[src/rtl/awd_pkg.sv]
package awd_pkg;

    typedef enum logic [1:0] {
        SES_IDLE  = 2'd0,
        SES_OPEN  = 2'd1,
        SES_ARMED = 2'd2,
        SES_LOCK  = 2'd3
    } ses_e;

    typedef struct packed {
        logic hold;     // access open and continuing: ticks are banked
        logic trip_go;  // tripping tick accepted this cycle
    } ses_ctl_t;

    localparam int DEF_TRIP_TICKS = 2;
    localparam int DEF_PEND_W     = 2;

    function automatic logic ses_frozen(input ses_e s);
        return (s == SES_OPEN) || (s == SES_ARMED);
    endfunction

endpackage

[src/rtl/awd_arm_timer.sv]
module awd_arm_timer
    import awd_pkg::*;
#(
    parameter int TRIP_TICKS = DEF_TRIP_TICKS
) (
    input  logic clk,
    input  logic rst,
    input  logic armed,
    input  logic tick,
    output logic at_limit
);
    localparam int CNT_W = (TRIP_TICKS < 2) ? 1 : $clog2(TRIP_TICKS);
    localparam logic [CNT_W-1:0] LAST = CNT_W'(TRIP_TICKS - 1);

    logic [CNT_W-1:0] cnt_q;

    always_ff @(posedge clk) begin
        if (rst || !armed) begin
            cnt_q <= '0;
        end else if (tick && (cnt_q != LAST)) begin
            cnt_q <= cnt_q + 1'b1;
        end
    end

    assign at_limit = armed && tick && (cnt_q == LAST);

    assert_cnt_bound_R4: assert property (@(posedge clk) disable iff (rst)
        cnt_q <= LAST);

    assert_disarm_clears_R3: assert property (@(posedge clk) disable iff (rst)
        !armed |=> (cnt_q == '0));

endmodule

[src/rtl/awd_sess_fsm.sv]
module awd_sess_fsm
    import awd_pkg::*;
(
    input  logic     clk,
    input  logic     rst,
    input  logic     ce_lvl,
    input  logic     subaddr_ok,
    input  logic     at_limit,
    output ses_ctl_t ctl,
    output logic     armed,
    output logic     frozen,
    output logic     locked,
    output logic     trip_q
);
    ses_e st_q, st_d;

    always_comb begin
        ctl.hold    = ses_frozen(st_q) && ce_lvl;
        ctl.trip_go = (st_q == SES_ARMED) && ce_lvl && at_limit;
    end

    always_comb begin
        st_d = st_q;
        unique case (st_q)
            SES_IDLE:  if (ce_lvl) st_d = subaddr_ok ? SES_ARMED : SES_OPEN;
            SES_OPEN:  if (!ce_lvl) st_d = SES_IDLE;
                       else if (subaddr_ok) st_d = SES_ARMED;
            SES_ARMED: if (!ce_lvl) st_d = SES_IDLE;
                       else if (ctl.trip_go) st_d = SES_LOCK;
            SES_LOCK:  if (!ce_lvl) st_d = SES_IDLE;
            default:   st_d = SES_IDLE;
        endcase
    end

    always_ff @(posedge clk) begin
        if (rst) begin
            st_q   <= SES_IDLE;
            trip_q <= 1'b0;
        end else begin
            st_q   <= st_d;
            trip_q <= ctl.trip_go;
        end
    end

    assign armed  = (st_q == SES_ARMED);
    assign frozen = ses_frozen(st_q);
    assign locked = (st_q == SES_LOCK);

    assert_lock_holds_R5: assert property (@(posedge clk) disable iff (rst)
        (locked && ce_lvl) |=> locked);

    assert_lock_exit_R5: assert property (@(posedge clk) disable iff (rst)
        (locked && !ce_lvl) |=> !locked);

    assert_trip_locks_R4: assert property (@(posedge clk) disable iff (rst)
        trip_q |-> (locked && !frozen));

    assert_trip_single_R4: assert property (@(posedge clk) disable iff (rst)
        trip_q |=> !trip_q);

endmodule

[src/rtl/awd_tick_bank.sv]
module awd_tick_bank
    import awd_pkg::*;
#(
    parameter int PEND_W = DEF_PEND_W
) (
    input  logic clk,
    input  logic rst,
    input  logic hold,
    input  logic drop,
    input  logic tick,
    output logic sec_inc
);
    localparam logic [PEND_W-1:0] PEND_MAX = {PEND_W{1'b1}};

    logic [PEND_W-1:0] pend_q;
    logic              pend_nz;

    assign pend_nz = (pend_q != '0);

    always_ff @(posedge clk) begin
        if (rst) begin
            pend_q  <= '0;
            sec_inc <= 1'b0;
        end else if (hold) begin
            sec_inc <= 1'b0;
            if (tick && !drop && (pend_q != PEND_MAX)) begin
                pend_q <= pend_q + 1'b1;
            end
        end else begin
            sec_inc <= tick || pend_nz;
            if (!tick && pend_nz) begin
                pend_q <= pend_q - 1'b1;
            end
        end
    end

    assert_no_inc_frozen_R2: assert property (@(posedge clk) disable iff (rst)
        hold |=> !sec_inc);

    assert_drain_R7: assert property (@(posedge clk) disable iff (rst)
        (!hold && pend_nz) |=> sec_inc);

    assert_tick_passes_R6: assert property (@(posedge clk) disable iff (rst)
        (!hold && tick) |=> sec_inc);

endmodule

[src/rtl/rtc_access_wdog.sv]
module rtc_access_wdog
    import awd_pkg::*;
#(
    parameter int TRIP_TICKS = DEF_TRIP_TICKS,
    parameter int PEND_W     = DEF_PEND_W
) (
    input  logic clk,
    input  logic rst,
    input  logic ce_lvl,
    input  logic subaddr_ok,
    input  logic tick_1hz,
    output logic freeze_o,
    output logic sec_inc_o,
    output logic if_clear_o,
    output logic locked_o,
    output logic trip_o
);
    ses_ctl_t ctl;
    logic     armed;
    logic     at_limit;
    logic     trip_q;

    awd_arm_timer #(.TRIP_TICKS(TRIP_TICKS)) u_timer (
        .clk      (clk),
        .rst      (rst),
        .armed    (armed),
        .tick     (tick_1hz),
        .at_limit (at_limit)
    );

    awd_sess_fsm u_fsm (
        .clk        (clk),
        .rst        (rst),
        .ce_lvl     (ce_lvl),
        .subaddr_ok (subaddr_ok),
        .at_limit   (at_limit),
        .ctl        (ctl),
        .armed      (armed),
        .frozen     (freeze_o),
        .locked     (locked_o),
        .trip_q     (trip_q)
    );

    awd_tick_bank #(.PEND_W(PEND_W)) u_bank (
        .clk     (clk),
        .rst     (rst),
        .hold    (ctl.hold),
        .drop    (ctl.trip_go),
        .tick    (tick_1hz),
        .sec_inc (sec_inc_o)
    );

    assign if_clear_o = trip_q;
    assign trip_o     = trip_q;

    assert_ce_low_unfreezes_R1: assert property (@(posedge clk) disable iff (rst)
        !ce_lvl |=> !freeze_o);

    assert_locked_no_freeze_R5: assert property (@(posedge clk) disable iff (rst)
        (locked_o && subaddr_ok) |=> !freeze_o);

endmodule

[config.mk]
export PLATFORM = sky130hd
export DESIGN_NAME = rtc_access_wdog
export DESIGN_NICKNAME = d
export VERILOG_FILES = /design/src/rtl/awd_pkg.sv /design/src/rtl/awd_arm_timer.sv /design/src/rtl/awd_sess_fsm.sv /design/src/rtl/awd_tick_bank.sv /design/src/rtl/rtc_access_wdog.sv
export SDC_FILE = /design/constraint.sdc
export NUM_CORES = 1
export LEC_CHECK = 0
export ABC_AREA = 1
export CELL_PAD_IN_SITES_DETAIL_PLACEMENT = 2
export CELL_PAD_IN_SITES_GLOBAL_PLACEMENT = 2
export CORE_AREA = 4 4 52 54
export DETAILED_ROUTE_END_ITERATION = 7
export DIE_AREA = 0 0 56 58
export PLACE_DENSITY_LB_ADDON = 0.1
export SLEW_MARGIN = 20
export SYNTH_ARGS = -nofsm -noshare
export SYNTH_HDL_FRONTEND = slang
export SYNTH_HIERARCHICAL = 1
export SYNTH_SLANG_ARGS = --single-unit
[constraint.sdc]
create_clock -name clk -period 1.7 [get_ports clk]
set_clock_uncertainty 0.2 [all_clocks]
set_input_delay 0.255 -clock clk [delete_from_list [all_inputs] [get_ports clk]]
set_output_delay 0.255 -clock clk [all_outputs]
set_load 0.01 [all_outputs]
# ---- Yosys cells after proc, flatten, opt, wreduce, memory -nomap -nowiden
# Index checks and enable logic that the tools add are counted.
dict set report op_classes {
  addsub 3
  n_eq_ne 9
  n_mux 11
  bitwise_logic 1
  n_reduce_logical 21
}
# cell n
set ops {}
lappend ops {{$mux 2} 10}
lappend ops {{$logic_and 1x1->1} 9}
lappend ops {{$ne 2x2->1 const B} 4}
lappend ops {{$pmux 2 s4} 1}
lappend ops {{$eq 2x2->1 const B} 2}
lappend ops {{$reduce_and 4->1} 1}
lappend ops {{$reduce_bool 2->1} 2}
lappend ops {{$logic_not 1->1} 3}
lappend ops {{$logic_or 1x1->1} 3}
lappend ops {{$ne 3x2->1 const B} 1}
lappend ops {{$ne 3x3->1 const B} 1}
lappend ops {{$add 2x1->2 const B} 1}
lappend ops {{$eq 2x1->1 const B} 1}
lappend ops {{$logic_not 2->1} 1}
lappend ops {{$reduce_and 2->1} 1}
lappend ops {{$reduce_or 2->1} 1}
lappend ops {{$sub 2x1->2 const B} 1}
lappend ops {{$add 1x1->1 const B} 1}
lappend ops {{$not 1->1} 1}
dict set report word_totals {
  reg_bits 7
  in_bits 5
  out_inout_bits 5
}

# ---- Depth between registers and ports, before layout
# Gate-level depths: netlist (run 1).
dict set report depth {
  ltp_word 9
  depth_mapped 12
}

# ---- Modules after synthesis
# The synthesis (run 1) kept the hierarchy.
# module n_inst cells_each area_each_um2 seq_area_each_um2
set by_module_without_submodules {}
lappend by_module_without_submodules {awd_sess_fsm 1 47 279.0 60.1}
lappend by_module_without_submodules {awd_tick_bank 1 37 212.7 60.1}
lappend by_module_without_submodules {awd_arm_timer 1 8 46.3 20.0}
lappend by_module_without_submodules {rtc_access_wdog 1 1 7.5 0.0}

# ---- Worst setup path before layout (run 1)
# No wires, ideal clock.
dict set report synth_timing {
  path_kind {register to register}
  from {reg u_fsm.st_q[0]}
  to {reg u_bank.pend_q[0]}
  arrival_ns 1.334
  setup_slack_ns 0.051
  stages_incl_launch_ff 9
  path_buffers 0
  period_less_slack_ns 1.649
  cell_sequence {dfxtp_1 -> inv_1 -> ha_1 -> nand2_1 -> inv_1 -> nor2_1 -> o21ai_2 -> a21oi_1 -> nor2_1}
}
# element line_no
set synth_rtl {}
lappend synth_rtl {{from (decl)} awd_sess_fsm.sv:15} ;# ses_e st_q, st_d;
lappend synth_rtl {{from (signal assigned)} awd_sess_fsm.sv:40} ;# st_q <= st_d;
lappend synth_rtl {{to (signal assigned)} awd_tick_bank.sv:27} ;# pend_q <= pend_q + 1'b1;
lappend synth_rtl {{to (signal assigned)} awd_tick_bank.sv:32} ;# pend_q <= pend_q - 1'b1;
lappend synth_rtl {{to (decl)} awd_tick_bank.sv:15} ;# logic [PEND_W-1:0] pend_q;

# ---- Final worst setup path (run 1)
dict set report layout_timing {
  from {reg u_fsm.st_q[0]}
  to {reg u_fsm.st_q[0]}
}
dict set report layout_between {
  elab_chain_len 6
}
# element line_no
set layout_rtl {}
lappend layout_rtl {{$eq 2x2->1} awd_sess_fsm.sv:45} ;# assign armed = (st_q == SES_ARMED);
lappend layout_rtl {{net armed} rtc_access_wdog.sv:19} ;# logic armed;
lappend layout_rtl {{$logic_and 1x1->1 (2 in a row)} awd_arm_timer.sv:25} ;# assign at_limit = armed && tick && (cnt_q == LAST);
lappend layout_rtl {{net at_limit} rtc_access_wdog.sv:20} ;# logic at_limit;
lappend layout_rtl {{$logic_and 1x1->1} awd_sess_fsm.sv:19} ;# ctl.trip_go = (st_q == SES_ARMED) && ce_lvl && at_limit;
lappend layout_rtl {{$ne 3x2->1 (no source line)} -}
lappend layout_rtl {{$reduce_and 4->1 (no source line)} -}
# The timed path passes the listed nets, and every way through them passes these cells.
# A chain may end at the register's enable or synchronous reset.

==> results of run 1 <==
## power by group
group	switching (mW)	leakage (nW)	internal [mW]
sequential	0.0726	0.0585	0.233
clock	0.0645	0.0150	0.0898
combinational	0.499	0.368	0.427
total	0.636	0.441	0.750
## critical path: cells and delay by family (launching register included)
kind                     cells  cell delay (ps)
AND/OR/NAND/NOR              7              670
flip-flops                   1              330
buffers and inverters        2              200
adder cells (fa/ha/maj)      1              160
## logic make-up (layout without fill, tap and decap cells)
logic type / count (synthesis) / after routing / synth area share
AOI/OAI and AO/OA: 4 / 4 / 0.0482
adders and majority gates: 5 / 5 / 0.115
buffers and inverters: 22 / 46 / 0.158
DFF: 7 / 7 / 0.257
and+or+nand+nor: 55 / 55 / 0.422
## layout by cell type (no fill, tap or decap)
master | netlist | final
nor2_1 | 25 | 20
inv_1 | 21 | 17
nand2_1 | 18 | 14
buf_4 | 1 | 10
clkdlybuf4s50_1 | 0 | 7
nand3_1 | 7 | 6
nand2_2 | 2 | 5
dfxtp_1 | 7 | 5
nor2_2 | 1 | 4
clkbuf_4 | 0 | 3
ha_1 | 5 | 3
clkdlybuf4s15_1 | 0 | 2
nand3_2 | 1 | 2
inv_4 | 0 | 2
inv_2 | 0 | 2
nor2_4 | 0 | 2
ha_4 | 0 | 2
buf_6 | 0 | 2
clkbuf_1 | 0 | 1
a211oi_1 | 1 | 1
o21ai_2 | 1 | 1
a21oi_2 | 0 | 1
nand2_4 | 0 | 1
nor3_1 | 1 | 1
o21ai_0 | 1 | 1
dfxtp_2 | 0 | 1
dfxtp_4 | 0 | 1
## timing repair
action | CTS | global route
endpoints found under the setup margin | 6 | 6
buffers inserted | 1 | 1
pin swaps | 2 | 11
cloned | 0 | 0
resized for setup | 12 | 20
## flip-flops by register name, summed over array words and instances (netlist names)
signal	count
u_bank/sec_inc	1
u_bank/pend_q	2
u_fsm/trip_q	1
u_fsm/st_q	2
u_timer/cnt_q	1
## per-layer routing
metal,wire (µm),share of wire,global-route usage,vias up
met4,0,0,0.0203,0
met5,0,0,0,-
li1,-,-,-,323
met2,948,0.52,0.205,12
met1,773,0.43,0.133,302
met3,91,0.050,0.0535,0
## final timing paths
| kind | start | endpoint | slack [ps] | cells past startpoint |
|---|---|---|---|---|
| max | u_fsm/st_q[0] | u_fsm/st_q[0] | 30 | 10 |
| min | u_timer/cnt_q | u_timer/cnt_q | 310 | 2 |
| max reg2reg | u_fsm/st_q[0] | u_fsm/st_q[0] | 30 | 10 |
| min reg2reg | u_timer/cnt_q | u_timer/cnt_q | 310 | 2 |
## stage by stage
step | util | hold WS [ps] | power, mW | area [µm²]
2_1_floorplan | - | 128 | 0.733 | 546
3_3_place_gp | 0.334 | 274 | 1.01 | 738
3_5_place_dp | 0.334 | 288 | 1.05 | 738
4_1_cts | 0.364 | 303 | 1.29 | 806
5_1_grt | 0.393 | 336 | 1.57 | 868
6_report | 0.393 | 310 | 1.39 | 868
## final cells by class
class | count | area, µm²
clock buffers | 4 | 26.3
fillers | 294 | 1340
inverters | 21 | 83.8
multi-input cells | 64 | 390
flip-flops and latches | 7 | 145
well taps | 28 | 35.0
repair buffers | 21 | 188
==> reports/metrics.cfg, run 1 <==
[power]
cellPowerDensity_nw_per_um2=1600
leakagePower_nw=0.441
ir_worst_vdd_mv=0.689

[clocking]
cts_tree=yes
cts_hold_buf=0
cts_buffer_depth=2
cts.sinks=7
clk_latency_ps=250
cts_buffers=3
htreeDepth=1
cts-root-buf=clkbuf_4
clkTransAtPathRegs_ps=50

[routing]
dr.pass1.iters=4
drcViolationCount=0
dr.first_iter.drc_count=2
wl_um=1810
wl_per_cell_um=12.5
ant_nets=0
via_per_inst=4.39
vias=637

[worst_setup_path]
crit_type=register to register
path_common_cell=nor2_1
max_stage_delay_ps=330
worstPathCellList=inv_4 -> ha_4 -> nand2_2 -> nor2_4 -> buf_4 -> nor2_1 -> nor2_1 -> nand3_1 -> nand2_1 -> nor2_2
cp-end-kind=register
cp.required_ps=1640
crit_slowest_cell=dfxtp_2
crit_fanout=3
critPathArrivalTime_ps=1610
startpoint_type=register

[die]
core-area_um2=2210
fp.dieH_um=58
ios=10
rows=17
die_area_um2=3250
start_util=0.247
die_width_um=56

[sta]
hold_violations=0
fin_tns_setup_ps=0
period_needed_ps=1670
layout_setup_ws_ps=32.3
slew_headroom=0.844
slew_viol_final=0
worst_pin_slew_ps=234
max_freq_mhz=600
setup_viol_count_final=0
finalCritPeriodShare=0.981

[layout]
finalNonFillerCells=145
area_growth_pct=59.2
diodes=0
nets=128
drive_gt1_frac=0.333

[logic_synthesis]
seq_area_frac_synth=0.257
synth-edff-count=0
synthTopCellsByArea=dfxtp_1 (26%), nor2_1 (17%), inv_1 (14%)
synth_top_area_share=0.257
synth_top_area_cell=dfxtp_1
async_flop_share=0
yosysUniqueCellTypes=15
syn-cell-area_um2=546
yosysMostFrequentCell=nor2_1
ys_seq_elements=7
yosys_warnings=6
syn_avg_cell_area_um2=5.87
syn-num-nets=103
synthFlopType=dfxtp_1
ys_top_cells_by_count=nor2_1 (25), inv_1 (21), nand2_1 (18)
postSynthCellCount=93

[global_routing]
grt_pass1_vias=672
grt_pass1_wl_um=2920
grt_max_degree=7
grt.overflow.total=0
grt_usage=0.117
antenna_found_initial=0

[place]
post-place-ws_ps=-153
placed_cells=139
portBuffers=9
hpwlAfterDp_um=1380
gp_congestion=0.762

[outcome]
status=finished clean

[job]
maxCapViolations=0

[hold_path]
hp-class=register to register

Power figures use the tool's default switching activity.
==> inputs of run 2 (changes only) <==
--- a/config.mk
+++ b/config.mk
@@ -12,6 +12,7 @@
 export DETAILED_ROUTE_END_ITERATION = 7
 export DIE_AREA = 0 0 56 58
 export PLACE_DENSITY_LB_ADDON = 0.1
+export RECOVER_POWER = 50
 export SLEW_MARGIN = 20
 export SYNTH_ARGS = -nofsm -noshare
 export SYNTH_HDL_FRONTEND = slang
==> reports/metrics.cfg, run 2 (synthesis results as in run 1) <==
[outcome]
status=finished clean

[worst_setup_path]
startpoint_type=register
cp.required_ps=1640  ; about the same
r2r_start=u_fsm/st_q[0]
crit_slowest_cell=dfxtp_2
reg2regPathDepth=10  ; unchanged
max_stage_delay_ps=330  ; about the same
crit_type=register to register
critPathArrivalTime_ps=1610  ; about the same
worstPathCellList=inv_4 -> ha_4 -> nand2_2 -> nor2_4 -> buf_4 -> nor2_1 -> nor2_1 -> nand3_1 -> nand2_1 -> nor2_2
crit_cells=10  ; unchanged
cp_top_family=simple AND/OR/NAND/NOR gates
critPathBufInv=2  ; unchanged
cp-end-kind=register
cp-startpoint=u_fsm/st_q[0]
path_common_cell=nor2_1
crit_fanout=3  ; unchanged

[clocking]
clkTransAtPathRegs_ps=50  ; about the same
clk_latency_ps=250  ; about the same
htreeDepth=1  ; unchanged
cts.sinks=7  ; unchanged
cts-root-buf=clkbuf_4
cts_buffer_depth=2  ; unchanged
cts_buffers=3  ; unchanged
cts_tree=yes

[sta]
period_needed_ps=1670  ; -0.0175 ps
setup_viol_count_final=0  ; unchanged
max_freq_mhz=600  ; about the same
worst_pin_slew_ps=233  ; -1.19 ps
finalCritPeriodShare=0.981  ; about the same
hold_violations=0  ; unchanged
slew_viol_final=0  ; unchanged
slew_headroom=0.844  ; about the same

[power]
power_frac_clock=0.111  ; about the same
p_total_mw=1.39  ; about the same
ir_worst_vdd_mv=0.689  ; about the same
combPwrFrac=0.668  ; about the same
power_frac_seq=0.221  ; about the same
p_sw_mw=0.636  ; about the same
leakagePower_nw=0.442  ; about the same
p_int_mw=0.750  ; about the same
p_sw_frac=0.459  ; about the same
cellPowerDensity_nw_per_um2=1600  ; about the same

[die]
fp.dieH_um=58  ; unchanged
die_area_um2=3250  ; unchanged
core-area_um2=2210  ; unchanged
ios=10  ; unchanged
start_util=0.247  ; unchanged
die_width_um=56  ; unchanged
rows=17  ; unchanged

[place]
place_area_um2=738  ; unchanged
hpwlAfterDp_um=1380  ; unchanged
portBuffers=9  ; unchanged
gp_congestion=0.762  ; unchanged

[layout]
layout_commonest_cell=nor2_1
multi_input_area_um2=390  ; unchanged
top_regs=u_bank/pend_q: 2 flops, u_fsm/st_q: 2 flops
area_growth_pct=59.2  ; unchanged
ff_latch_area_um2=145  ; unchanged
drive_gt1_frac=0.333  ; unchanged
stdcell_area_um2=868  ; unchanged
final_cell_mix=nor2_1 (20), inv_1 (17), nand2_1 (14)
diodes=0  ; unchanged
nets=128  ; unchanged
num-fill-cells=294  ; unchanged

[hold_path]
hp-class=register to register
whs_path_depth=2  ; unchanged
hp-start=u_timer/cnt_q

[routing]
wl_um=1810  ; unchanged
drcViolationCount=0  ; unchanged
via_per_inst=4.39  ; unchanged
ant_nets=0  ; unchanged
wl_per_cell_um=12.5  ; unchanged
vias=637  ; unchanged
dr.first_iter.drc_count=2  ; unchanged
dr.pass1.iters=4  ; unchanged

[job]
maxCapViolations=0  ; unchanged

[global_routing]
antenna_found_initial=0  ; unchanged
grt.overflow.total=0  ; unchanged
grt_pass1_vias=672  ; unchanged
grt_usage=0.117  ; unchanged
grt_max_degree=7  ; unchanged
grt_pass1_wl_um=2920  ; unchanged

run 2: layer usage:
layer / up-vias / part of all wire / track usage
met3: 0 / 0.051 / 0.0535
met5: - / 0 / 0
met4: 0 / 0 / 0.0203
met1: 302 / 0.43 / 0.133
li1: 323 / - / -
met2: 12 / 0.52 / 0.205
run 2: repair_timing:
item,4_1_cts,5_1_grt
endpoints found under the hold margin,0,0
pin swaps,2,11
setup buffers,1,1
hold buffers,0,0
endpoints found under the setup margin,6,6
gates resized for setup,12,20
run 2: worst register-to-register path, cell delays in order, from the launching register on:
cell and delay, ps:
dfxtp_2 330, inv_4 80, ha_4 160, nand2_2 70, nor2_4 120, buf_4 120
nor2_1 40, nor2_1 140, nand3_1 110, nand2_1 130, nor2_2 60
run 2: power by group through the flow:
stage                     Sequential (mW)  Clock [mW]  Combinational (mW)
after floorplan                     0.278           0               0.454
after global placement              0.278           0               0.736
after detailed placement            0.281           0               0.772
after CTS                           0.288       0.165               0.836
after global routing                0.319       0.178                1.07
final                               0.306       0.154               0.926
run 2: stage by stage:
stage | worst slack (ps) | util | TNS, ps | std cells | hold WS (ps)
after floorplan | 50.7 | - | 0 | 93 | 128
after global placement | -79.3 | 0.334 | -174 | 139 | 274
after detailed placement | -153 | 0.334 | -476 | 139 | 288
after CTS | 7.47 | 0.364 | 0 | 144 | 303
after global routing | -74.8 | 0.393 | -122 | 145 | 336
final | 32.3 | 0.393 | 0 | 145 | 310
run 2: final timing paths:
path                                      end  slack, ps
worst max-delay path            u_fsm/st_q[0]         30
worst min-delay path            u_timer/cnt_q        310
worst max register to register  u_fsm/st_q[0]         30
worst min register to register  u_timer/cnt_q        310
run 2: area by class of cell:
type                       count  share of cell area
timing repair buffer          21               0.216
sequential                     7               0.167
inverter                      21              0.0965
multi-input combinational     64               0.450
clock buffer                   4              0.0303
tap                           28              0.0403
